===== src/rtl/uart_irq_pkg.sv =====
package uart_irq_pkg;

    localparam int unsigned NUM_SRC   = 19;
    localparam int unsigned IDX_W     = 5;
    localparam int unsigned LAST_CODE = 21;

    typedef logic [NUM_SRC-1:0] evt_vec_t;
    typedef logic [IDX_W-1:0]   idx_t;

    typedef struct packed {
        evt_vec_t win;
        idx_t     code;
        logic     any;
    } sel_t;

    function automatic idx_t src_code(input int unsigned pos);
        if (pos == NUM_SRC - 1)
            return idx_t'(LAST_CODE);
        return idx_t'(pos + 1);
    endfunction

endpackage


===== src/rtl/uart_irq_pending.sv =====
module uart_irq_pending
    import uart_irq_pkg::*;
(
    input  logic     clk,
    input  logic     rst,
    input  evt_vec_t set_i,
    input  evt_vec_t clr_i,
    output evt_vec_t pend_o
);

    for (genvar g = 0; g < NUM_SRC; g++) begin : g_flag
        always_ff @(posedge clk) begin
            if (rst)
                pend_o[g] <= 1'b0;
            else
                pend_o[g] <= set_i[g] | (pend_o[g] & ~clr_i[g]);
        end
    end

    p_set_wins_r8: assert property (@(posedge clk) disable iff (rst)
        (set_i != '0) |=> ((pend_o & $past(set_i)) == $past(set_i)));

    p_clear_r7: assert property (@(posedge clk) disable iff (rst)
        ((clr_i & ~set_i) != '0) |=> ((pend_o & $past(clr_i & ~set_i)) == '0));

    p_hold_r2: assert property (@(posedge clk) disable iff (rst)
        (set_i == '0 && clr_i == '0) |=> $stable(pend_o));

endmodule


===== src/rtl/uart_irq_prio_enc.sv =====
module uart_irq_prio_enc
    import uart_irq_pkg::*;
(
    input  logic     clk,
    input  logic     rst,
    input  evt_vec_t pend_i,
    input  evt_vec_t mask_i,
    output sel_t     sel_o
);

    evt_vec_t active;

    always_comb begin
        active     = pend_i & mask_i;
        sel_o.win  = '0;
        sel_o.code = '0;
        sel_o.any  = 1'b0;
        for (int i = NUM_SRC - 1; i >= 0; i--) begin
            if (active[i]) begin
                sel_o.win    = '0;
                sel_o.win[i] = 1'b1;
                sel_o.code   = src_code(i);
                sel_o.any    = 1'b1;
            end
        end
    end

    p_code_legal_r3: assert property (@(posedge clk) disable iff (rst)
        (sel_o.code <= idx_t'(LAST_CODE)) && (sel_o.code != 5'h13) && (sel_o.code != 5'h14));

    p_single_winner_r2: assert property (@(posedge clk) disable iff (rst)
        $onehot0(sel_o.win) && (sel_o.any == (sel_o.code != '0)));

endmodule


===== src/rtl/uart_irq_index_ctrl.sv =====
module uart_irq_index_ctrl
    import uart_irq_pkg::*;
(
    input  logic                 clk,
    input  logic                 rst,
    input  logic [NUM_SRC-1:0]   evt_set_i,
    input  logic [NUM_SRC-1:0]   mask_i,
    input  logic                 clr_wr_i,
    input  logic [NUM_SRC-1:0]   clr_data_i,
    input  logic                 idx_rd_i,
    output logic [IDX_W-1:0]     irq_idx_o,
    output logic                 irq_o
);

    evt_vec_t pend;
    evt_vec_t clr_all;
    sel_t     sel;

    always_comb begin
        clr_all = clr_wr_i ? clr_data_i : '0;
        if (idx_rd_i)
            clr_all = clr_all | sel.win;
    end

    uart_irq_pending u_pending (
        .clk    (clk),
        .rst    (rst),
        .set_i  (evt_set_i),
        .clr_i  (clr_all),
        .pend_o (pend)
    );

    uart_irq_prio_enc u_enc (
        .clk    (clk),
        .rst    (rst),
        .pend_i (pend),
        .mask_i (mask_i),
        .sel_o  (sel)
    );

    assign irq_idx_o = sel.code;
    assign irq_o     = |(pend & mask_i);

    p_irq_match_r5: assert property (@(posedge clk) disable iff (rst)
        irq_o == (irq_idx_o != '0));

    p_rdclr_r6: assert property (@(posedge clk) disable iff (rst)
        (idx_rd_i && sel.any && ((sel.win & evt_set_i) == '0))
        |=> ((pend & $past(sel.win)) == '0));

    p_idle_read_r10: assert property (@(posedge clk) disable iff (rst)
        (idx_rd_i && !sel.any && !clr_wr_i && evt_set_i == '0) |=> $stable(pend));

endmodule


===== config.mk =====
export PLATFORM = sky130hd
export DESIGN_NAME = uart_irq_index_ctrl
export DESIGN_NICKNAME = d
export VERILOG_FILES = /design/src/rtl/uart_irq_pkg.sv /design/src/rtl/uart_irq_pending.sv /design/src/rtl/uart_irq_prio_enc.sv /design/src/rtl/uart_irq_index_ctrl.sv
export SDC_FILE = /design/constraint.sdc
export NUM_CORES = 1
export LEC_CHECK = 0
export CORE_UTILIZATION = 30
export DETAILED_ROUTE_END_ITERATION = 12
export DONT_BUFFER_PORTS = 1
export SLEW_MARGIN = 20
export SYNTH_ARGS = -nofsm -noshare
export SYNTH_HDL_FRONTEND = slang
export SYNTH_SLANG_ARGS = --single-unit

===== constraint.sdc =====
create_clock -name clk -period 5.6 [get_ports clk]
set_input_delay 0 -clock clk [delete_from_list [all_inputs] [get_ports clk]]
set_output_delay 0 -clock clk [all_outputs]
set_load 0.1 [all_outputs]

# --- Word-level counts from Yosys, hierarchy flattened ---
# Cells that the tools add are included.
word_totals:
  ff_bits: 19
  inputBits: 61
  out_inout_bits: 6
  elab_cells: 102
classes:
  n_mux: 23
  n_bitwise: 59
  n_reduce_logical: 1
ops:
  columns: ["op", "n"]
  rows:
  - ["$mux 25", 19]
  - ["$mux 19", 2]
  - ["$and 1x1->1", 19]
  - ["$and 19x19->19", 1]
  - ["$not 1->1", 19]
  - ["$or 1x1->1", 19]
  - ["$or 19x19->19", 1]
  - ["$reduce_or 19->1", 1]
  - ["$mux 3", 1]
  - ["$mux 1", 1]

# --- Logic depth before layout (Yosys ltp) ---
logic_depth:
  ltp_word: 27
  ltp_mapped: 5
  mapped_depth_nobuf: 4

# --- Cells and area by module ---
# A second synthesis with hierarchy kept.
hier_totals:
  cells_unflattened: 197
  area_unflattened_um2: 1448.9
by_module_without_submodules:
  columns: ["module", "instances", "cells_per_inst", "area_each_um2", "seq_area_each_um2"]
  rows:
  - ["uart_irq_pending", 1, 78, 734.5, 380.4]
  - ["uart_irq_prio_enc", 1, 82, 425.4, 0.0]
  - ["uart_irq_index_ctrl", 1, 37, 289.0, 0.0]

# --- Least setup slack after synthesis ---
# Ideal clock, no wire load.
synth_timing:
  kind: "register to output"
  from: "register u_pending.pend_o[2]"
  to: "output port irq_idx_o[4]"
  arrival_time_ns: 2.780
  t_required_ns: 5.600
  setup_slack_ns: 2.820
  path_stages_with_launch: 5
  n_path_buf: 0
  cell_sequence: "dfxtp_1 > a222oi_1 > nand3_1 > nor3_1 > nor2b_1"
synth_via:
  elab_chain_cells: 4
synth_rtl:
  columns: ["element", "line", "source"]
  rows:
  - ["start: declaration", "uart_irq_pending.sv:8", "output evt_vec_t pend_o"]
  - ["start signal: indexed assignment", "uart_irq_pending.sv:16", "pend_o[g] <= set_i[g] | (pend_o[g] & ~clr_i[g]);"]
  - ["$and 19x19->19", "uart_irq_prio_enc.sv:14", "active = pend_i & mask_i;"]
  - ["$mux 25 (3 in a row)", "uart_irq_prio_enc.sv:19", "if (active[i]) begin"]
  - ["end: declaration", "uart_irq_index_ctrl.sv:11", "output logic [IDX_W-1:0] irq_idx_o,"]
# Every way passes these cells.

# --- Worst setup path after layout ---
# Ends and elaborated chain as after synthesis.

==> impl_metrics.ini <==
[final_layout]
drive_gt1_share_pct = 5.10
final_common_cell = nand2_1
antennaDiodeCount = 0
fin_util_pct = 43.6
multi_input_area_um2 = 757
final_cell_mix = nand2_1 (37), dlygate4sd3_1 (33), dfxtp_1 (19)
top_register = u_pending.pend_o
fin_nets = 258
area_growth_pct = 37.3
largest_reg_flops = 19
reg_top3 = u_pending.pend_o: 19 flops
fillCellCount = 402
regArea_um2 = 380

[setup_path]
worstSetupPathType = reg2out
crit_path_start_kind = register
cp-startpoint = u_pending.pend_o[2]
crit_fanout = 7
end_kind = primary output
crit_required_ns = 5.60
r2r_start = u_pending.pend_o[2]
critPathArrivalTime_ns = 2.94

[floorplanning]
io_pins = 67
dieArea_mm2 = 0.00415
row_count = 22
die_y_um = 64.4
core-area_mm2 = 0.00369
start_util_pct = 31.7
die_x_um = 64.4

[global_routing]
grt_pass1_wl_um = 6250
grt-ovfl-total = 0
grt_pass1_vias = 1344
grt_util_all_layers_pct = 19.4
antenna_found_initial = 0
grt_max_degree = 20

[synth]
synth_nets = 224
synth_cells = 163
yosys_register_bits = 19
ys.warnings.count = 0
synth_seq_area_share_pct = 32.5
synth_cell_type_count = 34
syn_area_per_cell_um2 = 7.18
syn_area_mm2 = 0.00117

[sta]
tightest_slew_ns = 1.09
tns_ns = 0
fin_crit_sh_pct = 52.6
finalMaxSlewViolations = 0
max_freq_mhz = 340
finalHoldViolCount = 0
slew_headroom_pct = 27.5
rsz0062_at_grt = false
fin_crit_ns = 2.94
setup_viol = 0
skew_ns = 0.00291
whs_ns = 0.00400

[place]
hpwl_um = 2740
routabilityCongestion = 0.778
io_buffers = 0

[job]
maxCapViolCount = 0

[routing]
drt_iter0_drc = 94
drc = 0
via_count = 1414
routed_via_density = 5.80
wl_per_cell_um = 15.9
firstDrtPassIters = 6
wirelength_um = 3880
postRouteAntennaNets = 0

[min_path]
hold_path_startpoint = clr_wr_i
hold_path.class = in2reg

[clock_network]
clk_path_buf_depth = 2
cts_tree = done
clock_latency_ns = 0.25
postCtsHoldBufs = 33
htreeDepth = 1
post_cts_resize_count = 0
path_clk_slew_ns = 0.07
clock_sinks = 19
cts_buffers = 3
cts-root-buf = clkbuf_8
cts_setup_buffers = 0

[pwr]
ir_worst_vdd_mv = 0.112
powerDensity_mw_per_mm2 = 238
power.leakage_nw = 0.625

[status]
status = finished, final reports clean
## metrics by stage
| stage | setup slack (ns) | instance area [µm²] | total power [mW] | std cells |
|---|---|---|---|---|
| 2_1_floorplan | 2.82 | 1170 | 0.251 | 163 |
| 6_report | 2.66 | 1610 | 0.382 | 244 |
| 4_1_cts | 2.67 | 1610 | 0.385 | 244 |
| 3_3_place_gp | 2.98 | 1230 | 0.263 | 207 |
| 3_5_place_dp | 2.96 | 1230 | 0.264 | 207 |
| 5_1_grt | 2.47 | 1610 | 0.404 | 244 |
## worst max-delay path, stage by stage, from the launching register on
cell,delay (ns)
dfxtp_1,0.34
a222oi_1,0.83
nand3_1,0.29
nor3_1,0.32
nor2b_2,0.91
## layer usage
layer / vias up / global-route usage, % / wire length (µm)
li1: 686 / - / -
met1: 671 / 24.5 / 1720
met2: 53 / 32.1 / 1820
met3: 4 / 4.75 / 295
met4: 0 / 6.67 / 46
met5: - / 0 / 0
## path summary, 6_finish.rpt
path	end	slack, ns	cells past startpoint
setup reg to reg	u_pending.pend_o[15]	2.74	5
hold reg to reg	u_pending.pend_o[8]	0.54	2
setup / recovery	irq_idx_o[4]	2.66	4
hold / removal	u_pending.pend_o[16]	0.004	3
## synth_stat cells
cell      count  share of area, %
clkbuf_1      4               1.3
o31ai_1       1              0.64
a31oi_1       9               4.8
inv_1         7               2.2
a21boi_0      2               1.3
nand2_1      37                12
a32o_1        2               1.7
nand4_1       7               3.7
nor3_1        7               3.0
dfxtp_1      19                33
nor3_2        1              0.86
a311oi_1      1              0.75
a211oi_1      3               1.9
a41oi_1       1              0.75
nor4b_1       2               1.5
nand4_2       1               1.1
nor3b_1       1              0.64
a21oi_1      15               6.4
nor2_1       11               3.5
o311ai_1      2               1.5
a211o_1       1              0.75
nand3_1       7               3.0
nor4_1        1              0.54
a222oi_1      2               1.7
o211ai_1      2               1.3
nand2b_1      1              0.54
buf_1         1              0.32
o31a_1        1              0.75
nor2b_1       1              0.54
a22oi_1       8               5.1
o21ai_0       1              0.43
a22o_1        2               1.5
o221a_2       1              0.96
and2_1        1              0.54
## layout make-up
class                           instances  area share, %
Tap cell                               48           3.74
Inverter                                7           1.64
Multi-Input combinational cell        132           47.1
Timing Repair Buffer                   34           21.0
Sequential cell                        19           23.7
Clock buffer                            4           2.80
## report_power, final
| group | total (mW) | internal (mW) | switching, mW |
|---|---|---|---|
| Combinational | 0.132 | 0.0466 | 0.0852 |
| Clock | 0.0966 | 0.0505 | 0.0461 |
| Sequential | 0.154 | 0.145 | 0.00888 |
## cells by family (layout without fill, tap and decap cells)
logic type             count (synthesis)  in the layout  share of synthesized area, %
and+or+nand+nor                       78             78                          31.3
AOI/OAI and AO/OA                     54             54                          32.3
DFF                                   19             19                          32.5
buffers and inverters                 12             45                          3.85
Note: power is estimated with default switching activity, not from simulation.
